### src/rtl/lam_ctl.sv
module lam_ctl #(
  parameter int DW    = 16,
  parameter int EVT_W = 2,
  parameter int NCLR  = 3
) (
  input  logic             clk,
  input  logic             rst_n,
  input  logic             strobe_i,
  input  logic [4:0]       func_i,
  input  logic [3:0]       sub_i,
  input  logic [DW-1:0]    wdata_i,
  input  logic [EVT_W-1:0] evt_i,
  input  logic             tick_i,
  output logic [DW-1:0]    rdata_o,
  output logic             x_o,
  output logic             lam_o,
  output logic             lam_en_o
);
  localparam logic [4:0] F_READ = 5'd7;
  localparam logic [4:0] F_CLR  = 5'd10;
  localparam logic [4:0] F_LOAD = 5'd22;
  localparam logic [4:0] F_DIS  = 5'd24;
  localparam logic [4:0] F_ENA  = 5'd26;
  localparam logic [3:0] A_ALL  = 4'd15;

  logic [DW-1:0]    src_q, mask_q, src_dw, src_n, mask_n, evt_set;
  logic [EVT_W-1:0] evt_q, rise;
  logic             en_q, en_n;

  wire sel_rd  = (func_i == F_READ) && (sub_i < 4'd2);
  wire sel_one = (func_i == F_CLR)  && (32'(sub_i) < NCLR);
  wire sel_all = (func_i == F_CLR)  && (sub_i == A_ALL);
  wire sel_ld  = (func_i == F_LOAD) && (sub_i < 4'd2);
  wire sel_dis = (func_i == F_DIS)  && (sub_i == 4'd0);
  wire sel_ena = (func_i == F_ENA)  && (sub_i == 4'd0);

  assign x_o = strobe_i & (sel_rd | sel_one | sel_all | sel_ld | sel_dis | sel_ena);
  assign rdata_o = (strobe_i && sel_rd) ? (sub_i[0] ? mask_q : src_q) : '0;
  assign lam_en_o = en_q;

  assign rise = evt_i & ~evt_q;

  always_comb begin
    evt_set = '0;
    evt_set[EVT_W-1:0] = rise;
  end

  always_comb begin
    src_dw = src_q;
    mask_n = mask_q;
    en_n   = en_q;
    if (strobe_i) begin
      if (sel_one)                src_dw = src_q & ~(DW'(1) << sub_i);
      if (sel_all)                src_dw = '0;
      if (sel_ld && !sub_i[0])    src_dw = wdata_i;
      if (sel_ld && sub_i[0])     mask_n = wdata_i;
      if (sel_dis)                en_n   = 1'b0;
      if (sel_ena)                en_n   = 1'b1;
    end
    src_n = src_dw | evt_set;
  end

  wire update = tick_i | (strobe_i & (sel_one | sel_all | sel_ld));

  always_ff @(posedge clk) begin
    if (!rst_n) begin
      src_q  <= '0;
      mask_q <= '0;
      en_q   <= 1'b0;
      evt_q  <= '0;
      lam_o  <= 1'b0;
    end else begin
      src_q  <= src_n;
      mask_q <= mask_n;
      en_q   <= en_n;
      evt_q  <= evt_i;
      if (update) lam_o <= en_n & (|(src_n & mask_n));
    end
  end
endmodule

### config.mk
export PLATFORM = sky130hd
export DESIGN_NAME = lam_ctl
export DESIGN_NICKNAME = d
export VERILOG_FILES = /design/src/rtl/lam_ctl.sv
export SDC_FILE = /design/constraint.sdc
export NUM_CORES = 1
export LEC_CHECK = 0
export BUFFER_PORTS_ARGS = -buffer_cell sky130_fd_sc_hd__buf_2
export CAP_MARGIN = 20
export CORE_ASPECT_RATIO = 1.75
export CORE_MARGIN = 4
export CORE_UTILIZATION = 35
export DETAILED_ROUTE_END_ITERATION = 8
export SLEW_MARGIN = 40
export SYNTH_ARGS = -nofsm -noshare
export SYNTH_HDL_FRONTEND = slang
export SYNTH_SLANG_ARGS = --single-unit
### constraint.sdc
create_clock -name clk -period 4.8 [get_ports clk]
set_clock_uncertainty 0.2 [all_clocks]
set_input_delay 0.72 -clock clk [delete_from_list [all_inputs] [get_ports clk]]
set_output_delay 0.72 -clock clk [all_outputs]
set_load 0.05 [all_outputs]
---- After elaboration in Yosys (flattened, before gate mapping) ----
Index checks and enable logic that the tools add are counted.
word-level totals
  output and inout bits ................... 19
  input port bits ......................... 31
  flip-flop bits (word level) ............. 36
cells by class
  reduce and logical (&&, ||, !) cells .... 12
  order comparisons ....................... 2
  shifts and indexed selects .............. 1
  equality and inequality tests ........... 6
  multiplexer cells ....................... 11
  bitwise logic cells ..................... 17
operators with widths
  cell                    count
  $mux W16                8
  $and A16 B16 Y16        2
  $not A16 Y16            1
  $or A16 B2 Y16          1
  $reduce_or A16 Y1       1
  $shl A1 B4 Y16 const A  1
  $eq A5 B5 Y1 const B    3
  $logic_and A1 B1 Y1     9
  $lt A4 B2 Y1 const B    2
  $or A1 B1 Y1            8
  $eq A5 B3 Y1 const B    1
  $eq A5 B4 Y1 const B    1
  $eq A4 B4 Y1 const B    1
  $logic_not A4 Y1        1
  $and A1 B1 Y1           3
  $mux W1                 3
  $and A2 B2 Y2           1
  $not A2 Y2              1
  $logic_not A1 Y1        1

---- Logic depth before layout (Yosys ltp) ----
Gate-level depths: netlist of run 1.
  depth after elaboration ................. 11
  gate-level depth with buffers ........... 8
  gate-level depth less buffers ........... 6

---- Worst setup path after synthesis of run 1 ----
Ideal clock, no wire load.
  path kind ............................... input -> output
  start point ............................. input port sub_i[0]
  end point ............................... output port rdata_o[10]
  cell stages on the path ................. 4
  data required time ...................... 3880 ps
  slack ................................... 1512 ps
  arrival ................................. 2368 ps
  buffers on the path ..................... 2
  cell sequence ........................... buf_1 -> buf_1 -> mux2i_1 -> nor2_1
on the way
  cells in the longest elaborated chain, start to end .. 4
  elaborated cells on any way between the ends .. 5
RTL lines
  element              line  text
  start, declared      10    input logic [3:0] sub_i,
  $lt A4 B2 Y1         30    wire sel_rd = (func_i == F_READ) && (sub_i < 4'd2);
  $logic_and A1 B1 Y1  30
  $logic_and A1 B1 Y1  38    assign rdata_o = (strobe_i && sel_rd) ? (sub_i[0] ? mask_q : src_q) : '0;
  $mux W16 (*)         38
  end, declared        14    output logic [DW-1:0] rdata_o,
Mark *: on every way between the ends. The rest lies on a longest branch, timed or not.

---- Final worst setup path of run 1 ----
  start point ............................. input port sub_i[2]
  end point ............................... register lam_o
on the way
  cells in the longest elaborated chain, start to end .. 11
  elaborated cells on any way between the ends .. 31
RTL lines
  element                                                                line  text
  parallel branches: the longest is 11 deep, another holds $lt A4 B2 Y1  -
  end signal, assigned                                                   77    if (update) lam_o <= en_n & (|(src_n & mask_n));
  end, declared                                                          16    output logic lam_o,
Parallel ways; which one is timed is not known.
A chain may end at the register's enable or synchronous reset.

==> results of run 1 <==
-- flip-flops by register name, summed over array words and instances, names as in the netlist --
register / flops
evt_q: 2
lam_en_o: 1
lam_o: 1
mask_q: 16
src_q: 16
-- metrics by stage --
| stage | hold slack [ns] | cells |
|---|---|---|
| floorplan | 0.266 | 231 |
| global placement | 0.282 | 342 |
| detailed placement | 0.288 | 342 |
| CTS | 0.298 | 350 |
| global route | 0.338 | 351 |
| finish | 0.293 | 351 |
-- report_power, final --
group	switching [mW]	internal (mW)	leakage (nW)
Combinational	0.0310	0.0211	0.591
Sequential	0.00111	0.301	0.291
Clock	0.105	0.154	0.0552
Total	0.137	0.476	0.937
-- cells by family (layout without fill, tap and decap cells) --
kind of cell,count (synthesis),after routing,share of synthesized area
simple gates,99,99,0.269
mux,34,34,0.176
compound gates,35,35,0.123
buf+inv,27,73,0.0607
flops,36,36,0.372
-- worst min-delay path by stage --
stage	start	end	slack (ns)
after global placement	src_q[11]	src_q[11]	0.28
after detailed placement	src_q[14]	src_q[14]	0.29
after floorplan	src_q[11]	src_q[11]	0.27
after CTS	src_q[14]	src_q[14]	0.30
after global routing	src_q[11]	src_q[11]	0.34
final	src_q[14]	src_q[14]	0.29
-- routing by layer --
metal	track usage	vias up	routed length, um
met5	0	-	0
met4	0.0787	0	139
met3	0.0296	9	236
met2	0.271	49	2690
met1	0.190	859	2170
li1	-	922	-
-- layout make-up --
| type | count | area (um^2) | area share |
|---|---|---|---|
| clock buffers | 6 | 72.6 | 0.0309 |
| inverters | 13 | 50.0 | 0.0213 |
| multi-input cells | 168 | 1100 | 0.471 |
| clock inverters | 2 | 35.0 | 0.0149 |
| flip-flops and latches | 36 | 721 | 0.307 |
| well taps | 74 | 92.6 | 0.0394 |
| repair buffers | 52 | 272 | 0.116 |
-- cell usage in the layout, fill, tap and decap left out, drive strengths merged, types with 2 or more instances in the layout --
cell type,n
a21oi,13
dfxtp,36
nand2,9
nor3,2
or3,2
nor2,45
o2111ai,2
buf,52
nand4,3
a31oi,11
and2,3
nand2b,2
nor2b,2
nor3b,3
inv,12
clkinv,2
nand3,6
mux2i,34
nor4bb,2
nand4b,2
clkbuf,6
o22ai,6
nor4,12
-- worst register-to-register path, stage by stage, from the launching register on --
cell and delay [ns]:
dfxtp_1 0.30, nand2b_1 0.11, o41ai_1 0.07, a41oi_1 0.24, o22ai_1 0.13, nor4_1 0.33
a31oi_1 0.12
==> results.json, run 1 <==
{
  "grt_pass1_vias": 1868,
  "syn-num-nets": 262,
  "grt_pass1_wl_um": 8800,
  "endpoint": "lam_o",
  "total_leakage_power_nw": 0.937,
  "worst-path-buf-inv": 2,
  "peakVddDrop_v": 0.000257,
  "fin_crit_ns": 3.34,
  "setup_violations": 0,
  "worst_pin_slew_ns": 0.804,
  "synth_area_um2": 1940,
  "critPathKind": "primary input to flip-flop",
  "rrSetupSlack_ns": 3.17,
  "placed_cell_area_um2": 2230,
  "cts_tree": "done",
  "cp.arrival_ns": 3.31,
  "status": "complete, no violations",
  "antenna_left": 0,
  "io_buffer_count": 49,
  "timing.critical_path.required_ns": 4.77,
  "critPathTopFamily": "simple AND/OR/NAND/NOR gates",
  "clkTransAtPathRegs_ns": 0.07,
  "io_pins": 50,
  "finalMaxSlewViolations": 0,
  "setup_tns_ns": 0,
  "cts_made_buffers": 5,
  "max_cap_viol_count": 0,
  "layout-drive-gt1-share": 0.245,
  "area_delta_synth_final_pct": 21.1,
  "synthArstFlopShare": 0,
  "fin_ws_ns": 1.46,
  "drt_iter0_markers": 80,
  "cts_buffer_depth": 2,
  "wl_per_cell_um": 14.9,
  "ys.flop_type": "dfxtp_1",
  "place.gp.congestion": 0.778,
  "syn_inst": 231,
  "r2r_cells": 6,
  "crit_path_cell_trace": "buf_2, or4b_4, nor3b_2, buf_4, mux2i_1, o22ai_1, nor4_1, a31oi_1",
  "yosysTopAreaCell": "dfxtp_1",
  "antenna_found_initial": 0,
  "yosysMostFrequentCell": "nor2_1",
  "slew_headroom": 0.462,
  "route.detailed.drc": 0,
  "grt_use_total": 0.160,
  "postLayoutCoreUtil": 0.443,
  "ys_ff_latch": 36,
  "worstPathMaxFanout": 14,
  "final_design_area_no_fill_um2": 2350,
  "coreArea_um2": 5300,
  "vias": 1839,
  "endpoint_kind": "flip-flop",
  "postCtsSetupBuffers": 0,
  "syn_avg_cell_area_um2": 8.39,
  "place_ws_ns": 1.12,
  "final_nets": 307,
  "nFillCells": 554,
  "grt_max_degree": 35,
  "hpwl_um": 3840,
  "rsz0062_at_grt": "false",
  "synth_seq_area_share": 0.372,
  "cp_slowest_cell": "or4b_4",
  "cellPowerDensity_nw_per_um2": 261,
  "htreeDepth": 2,
  "initial_core_util": 0.366,
  "synth_edf_count": 0,
  "hp-class": "flip-flop to flip-flop",
  "wl_um": 5230,
  "dieArea_um2": 6840,
  "rows": 35,
  "drtPass1Iterations": 4,
  "clock-root-buffer": "clkbuf_8",
  "diodes": 0,
  "synth_top_area_frac": 0.372,
  "numClockSinks": 36,
  "ctsHoldBuffers": 0,
  "synthTopCellsByArea": "dfxtp_1, mux2i_1, nor2_1",
  "via_per_inst": 5.24,
  "synth_common_cells": "nor2_1, dfxtp_1, mux2i_1",
  "die_w_um": 64.3,
  "hold_depth": 2,
  "cp_num_cells": 8,
  "hold_viol_final": 0,
  "fmax_mhz": 299,
  "grt_overflow_total": 0,
  "period_share": 0.696,
  "ys_warn_count": 0,
  "power_uw": 614,
  "r2r-end": "lam_o",
  "insertion_delay_ns": 0.29,
  "crit_start": "sub_i[2]",
  "ys_types": 39,
  "cts_resized": 0,
  "critPathMaxStageDelay_ns": 0.65,
  "cp-start-kind": "primary input",
  "die_height_um": 106,
  "timing.rr.start": "evt_q[0]"
}
No activity file was read; power rests on OpenSTA's default activity.
==> run 2: changes to the inputs <==
- clock period: 4.8 -> 3 ns (I/O delays scaled with it)
==> run 2 against run 1 <==
Compared with the run above:
- count of clock-buffer cells in the layout unchanged
- non-clock buffer count rose by 12
- die area is the same
- highest routed layer unchanged
==> results.json, run 2 (synthesis gave the netlist of run 1 again) <==
{
  "status": "complete, no violations",
  "routed-wl-met2_um": 2690,
  "setup_violations": 0,
  "worst_pin_slew_ns": 0.490,
  "htreeDepth": 2,
  "diodes": 0,
  "antenna_left": 0,
  "cts_tree": "done",
  "highest_layer": "met4",
  "cts_made_buffers": 5,
  "max_cap_viol_count": 0,
  "cellPowerDensity_nw_per_um2": 368,
  "grt_overflow_total": 0,
  "initial_core_util": 0.366,
  "worstPathMaxFanout": 9,
  "grt_pass1_wl_um": 8740,
  "peakVddDrop_v": 0.000240,
  "fin_crit_ns": 2.65,
  "grt_max_degree": 35,
  "coreArea_um2": 5300,
  "hp-class": "primary input to flip-flop",
  "cts_buffer_depth": 2,
  "grt_use_total": 0.163,
  "total_leakage_power_nw": 0.979,
  "wl_per_cell_um": 14.5,
  "drt_iter0_markers": 46,
  "fmax_mhz": 378,
  "wl_met3_um": 171,
  "io_pins": 50,
  "grt_pass1_vias": 1906,
  "die_height_um": 106,
  "ctsHoldBuffers": 0,
  "crit_path_cell_trace": "buf_2, or4b_4, or3_1, a31oi_1, o22ai_1, nor4_1, a31oi_1",
  "place.gp.congestion": 0.791,
  "area_delta_synth_final_pct": 24.6,
  "finalMaxSlewViolations": 0,
  "period_share": 0.882,
  "numClockSinks": 36,
  "endpoint_kind": "flip-flop",
  "via_per_inst": 5.17,
  "timing.critical_path.required_ns": 2.96,
  "rows": 35,
  "cp_common_cell": "a31oi_1",
  "antenna_found_initial": 0,
  "clkTransAtPathRegs_ns": 0.07,
  "dieArea_um2": 6840,
  "r2r_cells": 6,
  "insertion_delay_ns": 0.28,
  "vias": 1872,
  "drtPass1Iterations": 4,
  "rsz0062_at_grt": "false",
  "critPathMaxStageDelay_ns": 0.58,
  "cp-start-kind": "primary input",
  "final_nets": 319,
  "largest_registers": "mask_q (16), src_q (16), evt_q (2)",
  "postCtsSetupBuffers": 0,
  "clock-root-buffer": "clkbuf_8",
  "wl_met1_um": 2240,
  "hold_ws_ns": 0.193,
  "critPathKind": "primary input to flip-flop",
  "route.detailed.drc": 0,
  "hold_viol_final": 0,
  "cp.arrival_ns": 2.61,
  "hpwl_um": 4050,
  "layout-drive-gt1-share": 0.271,
  "slew_headroom": 0.669,
  "final_common_cell": "buf_2",
  "io_buffer_count": 49,
  "die_w_um": 64.3,
  "cts_resized": 0,
  "cp_slowest_cell": "or4b_4",
  "hold_depth": 2,
  "wl_um": 5260,
  "setup_tns_ns": 0,
  "final_cell_mix": "buf_2, nor2_1, dfxtp_1"
}
run 2: power by group:
group | switching [mW] | internal (mW)
Clock | 0.158 | 0.158
Sequential | 0.00176 | 0.482
Combinational | 0.0507 | 0.0391
Total | 0.210 | 0.678
run 2: routing by layer:
layer  vias up  global-route usage
met5         -                   0
met4         0              0.0862
met3        13              0.0317
met2        39               0.283
met1       874               0.182
li1        946                   -
run 2: through the flow:
stage / cell area [um^2] / std cells / utilization / total power [mW] / setup slack [ns]
2_1_floorplan: 1940 / 231 / - / 0.538 / 0.252
4_1_cts: 2410 / 362 / 0.456 / 0.902 / 0.371
6_report: 2410 / 362 / 0.456 / 0.889 / 0.353
5_1_grt: 2410 / 362 / 0.456 / 0.927 / 0.250
3_3_place_gp: 2340 / 355 / 0.441 / 0.584 / 0.0919
3_5_place_dp: 2340 / 355 / 0.441 / 0.584 / 0.0582
run 2: area by class of cell:
cell class	instances	area, um^2
sequential	36	721
clock inverter	1	5.00
fill	562	2880
clock buffer	6	72.6
inverter	13	48.8
multi-input combinational	168	1100
tap	74	92.6
timing repair buffer	64	370
run 2: final timing paths:
kind	startpoint	end	slack, ns
hold / removal	evt_i[0]	evt_q[0]	0.19
setup reg to reg	evt_q[0]	lam_o	1.35
setup / recovery	sub_i[2]	lam_o	0.35
hold reg to reg	src_q[4]	src_q[4]	0.29
run 2: worst max-delay path: cells and delay by family:
family,cells,cell delay (ns)
AO/OA/AOI/OAI,3,0.54
AND/OR/NAND/NOR,3,1.49
buffers and inverters,1,0.12
==> run 3: changes to the inputs <==
- ABC_AREA: not set -> 1
==> run 3 against run 2 <==
Compared with the run above:
- non-clock buffer count is 11 lower
- count of clock-buffer cells in the layout is 2 higher
- synthesized cell count is 47% higher
- sequential power hardly changed
- critical endpoint is now x_o
==> results.json, run 3 <==
{
  "cts_tree": "done",
  "syn_avg_cell_area_um2": 6.10,
  "die_w_um": 66.1,
  "synth_common_cells": "nand2_1, nor2_1, inv_1",
  "insertion_delay_ns": 0.30,
  "place_ws_ns": 0.509,
  "endpoint_kind": "output port",
  "final_cell_mix": "nand2_1, nor2_1, inv_1",
  "vias": 2185,
  "ys.flop_type": "dfxtp_1",
  "finalMaxSlewViolations": 0,
  "grt_max_degree": 31,
  "worst_pin_slew_ns": 0.509,
  "drtPass1Iterations": 4,
  "numClockSinks": 36,
  "synth_top_area_frac": 0.349,
  "grt-busiest-layer": "met2",
  "ys_ff_latch": 36,
  "synth_edf_count": 0,
  "sequentialPowerShare": 0.514,
  "wl_per_cell_um": 12.9,
  "finalNonFillerCells": 461,
  "drt_iter0_markers": 69,
  "layout-drive-gt1-share": 0.203,
  "ys_types": 27,
  "diodes": 0,
  "max_cap_viol_count": 0,
  "placed_cell_area_um2": 2360,
  "yosysTopAreaCell": "dfxtp_1",
  "cp.arrival_ns": 1.77,
  "final_common_cell": "nand2_1",
  "area_delta_synth_final_pct": 18.5,
  "antenna_found_initial": 0,
  "cts_resized": 0,
  "postLayoutCoreUtil": 0.435,
  "p_int_uw": 701,
  "hold_viol_final": 0,
  "rows": 36,
  "fmax_mhz": 414,
  "syn-num-nets": 370,
  "synthTopCellsByArea": "dfxtp_1, nand2_1, nor2_1",
  "use_met2": 0.323,
  "setup_tns_ns": 0,
  "initial_core_util": 0.367,
  "io_buffer_count": 49,
  "met3_usage": 0.0389,
  "postCtsSetupBuffers": 0,
  "yosysMostFrequentCell": "nand2_1",
  "setup_violations": 0,
  "p_switching_uw": 239,
  "htreeDepth": 2,
  "io_pins": 50,
  "ys_warn_count": 0,
  "total_leakage_power_nw": 1.22,
  "clkTransAtPathRegs_ns": 0.07,
  "final_design_area_no_fill_um2": 2450,
  "worstPathMaxFanout": 20,
  "synthArstFlopShare": 0,
  "via_per_inst": 4.74,
  "power_uw": 939,
  "rsz0062_at_grt": "false",
  "cellPowerDensity_nw_per_um2": 383,
  "slew_headroom": 0.660,
  "synth_area_um2": 2070,
  "grt_overflow_total": 0,
  "syn_inst": 339,
  "netSwitchingFraction": 0.254,
  "critPathKind": "primary input to output port",
  "fin_crit_ns": 2.42,
  "p_comb_frac": 0.099,
  "fin_ws_ns": 0.582,
  "peakVddDrop_v": 0.000251,
  "hold_ws_ns": 0.145,
  "dp_cells": 453,
  "timing.critical_path.required_ns": 2.35,
  "multi_input_area_um2": 1060,
  "die_height_um": 110,
  "period_share": 0.806,
  "coreArea_um2": 5630,
  "final_nets": 415,
  "status": "complete, no violations",
  "wl_um": 5930,
  "antenna_left": 0,
  "nFillCells": 634,
  "ctsHoldBuffers": 0,
  "cp-start-kind": "primary input",
  "largest_registers": "mask_q (16), src_q (16), evt_q (2)",
  "cts_made_buffers": 5,
  "synth_seq_area_share": 0.349,
  "cts_buffer_depth": 2,
  "clockPowerShare": 0.386,
  "hpwl_um": 4240,
  "route.detailed.drc": 0,
  "gr-usage-met1": 0.185,
  "hp-class": "primary input to flip-flop",
  "clock-root-buffer": "clkbuf_8",
  "place.gp.congestion": 0.824,
  "seq_area_um2": 721,
  "dieArea_um2": 7250,
  "grt_use_total": 0.176,
  "grt_pass1_vias": 2096,
  "grt_pass1_wl_um": 9600
}
-- run 3: changes by cell type after synthesis, moves of 7 or more --
cell,previous run,this run
a31oi_1,8,1
a21oi_1,13,21
nor2_1,45,56
mux2i_1,34,0
nand2_2,0,8
inv_1,12,50
nand2_1,9,78
nor3_1,2,11
nor4_1,11,1
nand3_1,6,21
o21ai_1,0,14
-- run 3: final cells by class --
type	count	share of cell area
clock buffer	8	0.0368
inverter	55	0.0843
multi-input combinational	233	0.434
sequential	36	0.294
tap	76	0.0388
timing repair buffer	53	0.112
-- run 3: cell families (layout without fill, tap and decap cells) --
family / count (synthesis) / after routing / synth area share
AND/OR/NAND/NOR: 185 / 185 / 0.389
buffers and inverters: 70 / 116 / 0.137
AO/OA/AOI/OAI: 48 / 48 / 0.125
flip-flops: 36 / 36 / 0.349
-- run 3: power groups by stage --
stage               Sequential, mW  Combinational, mW  Clock [mW]
CTS                          0.483             0.0941       0.376
floorplan                    0.494             0.0508           0
detailed placement           0.494             0.0936           0
global route                 0.483              0.105       0.397
global placement             0.494             0.0934           0
finish                       0.483             0.0935       0.363
-- run 3: critical path, stage by stage --
cell     delay [ns]
buf_2          0.34
nand3_1        0.12
nor2_1         0.10
nand2_1        0.10
a31oi_1        0.26
inv_1          0.07
nand4_1        0.07
buf_2          0.27
-- run 3: final timing paths --
| kind | end | cells after the start | from | slack [ns] |
|---|---|---|---|---|
| min | evt_q[1] | 3 | evt_i[1] | 0.14 |
| min reg2reg | lam_o | 2 | lam_o | 0.28 |
| max reg2reg | lam_o | 8 | mask_q[5] | 1.61 |
| max | x_o | 8 | sub_i[0] | 0.58 |
-- run 3: routing by layer --
layer  part of all wire  up-vias  wire [um]
li1                   -     1141          -
met1               0.40      989       2360
met2               0.53       47       3150
met3              0.043        8        255
met4              0.028        0        165
met5                  0        -          0
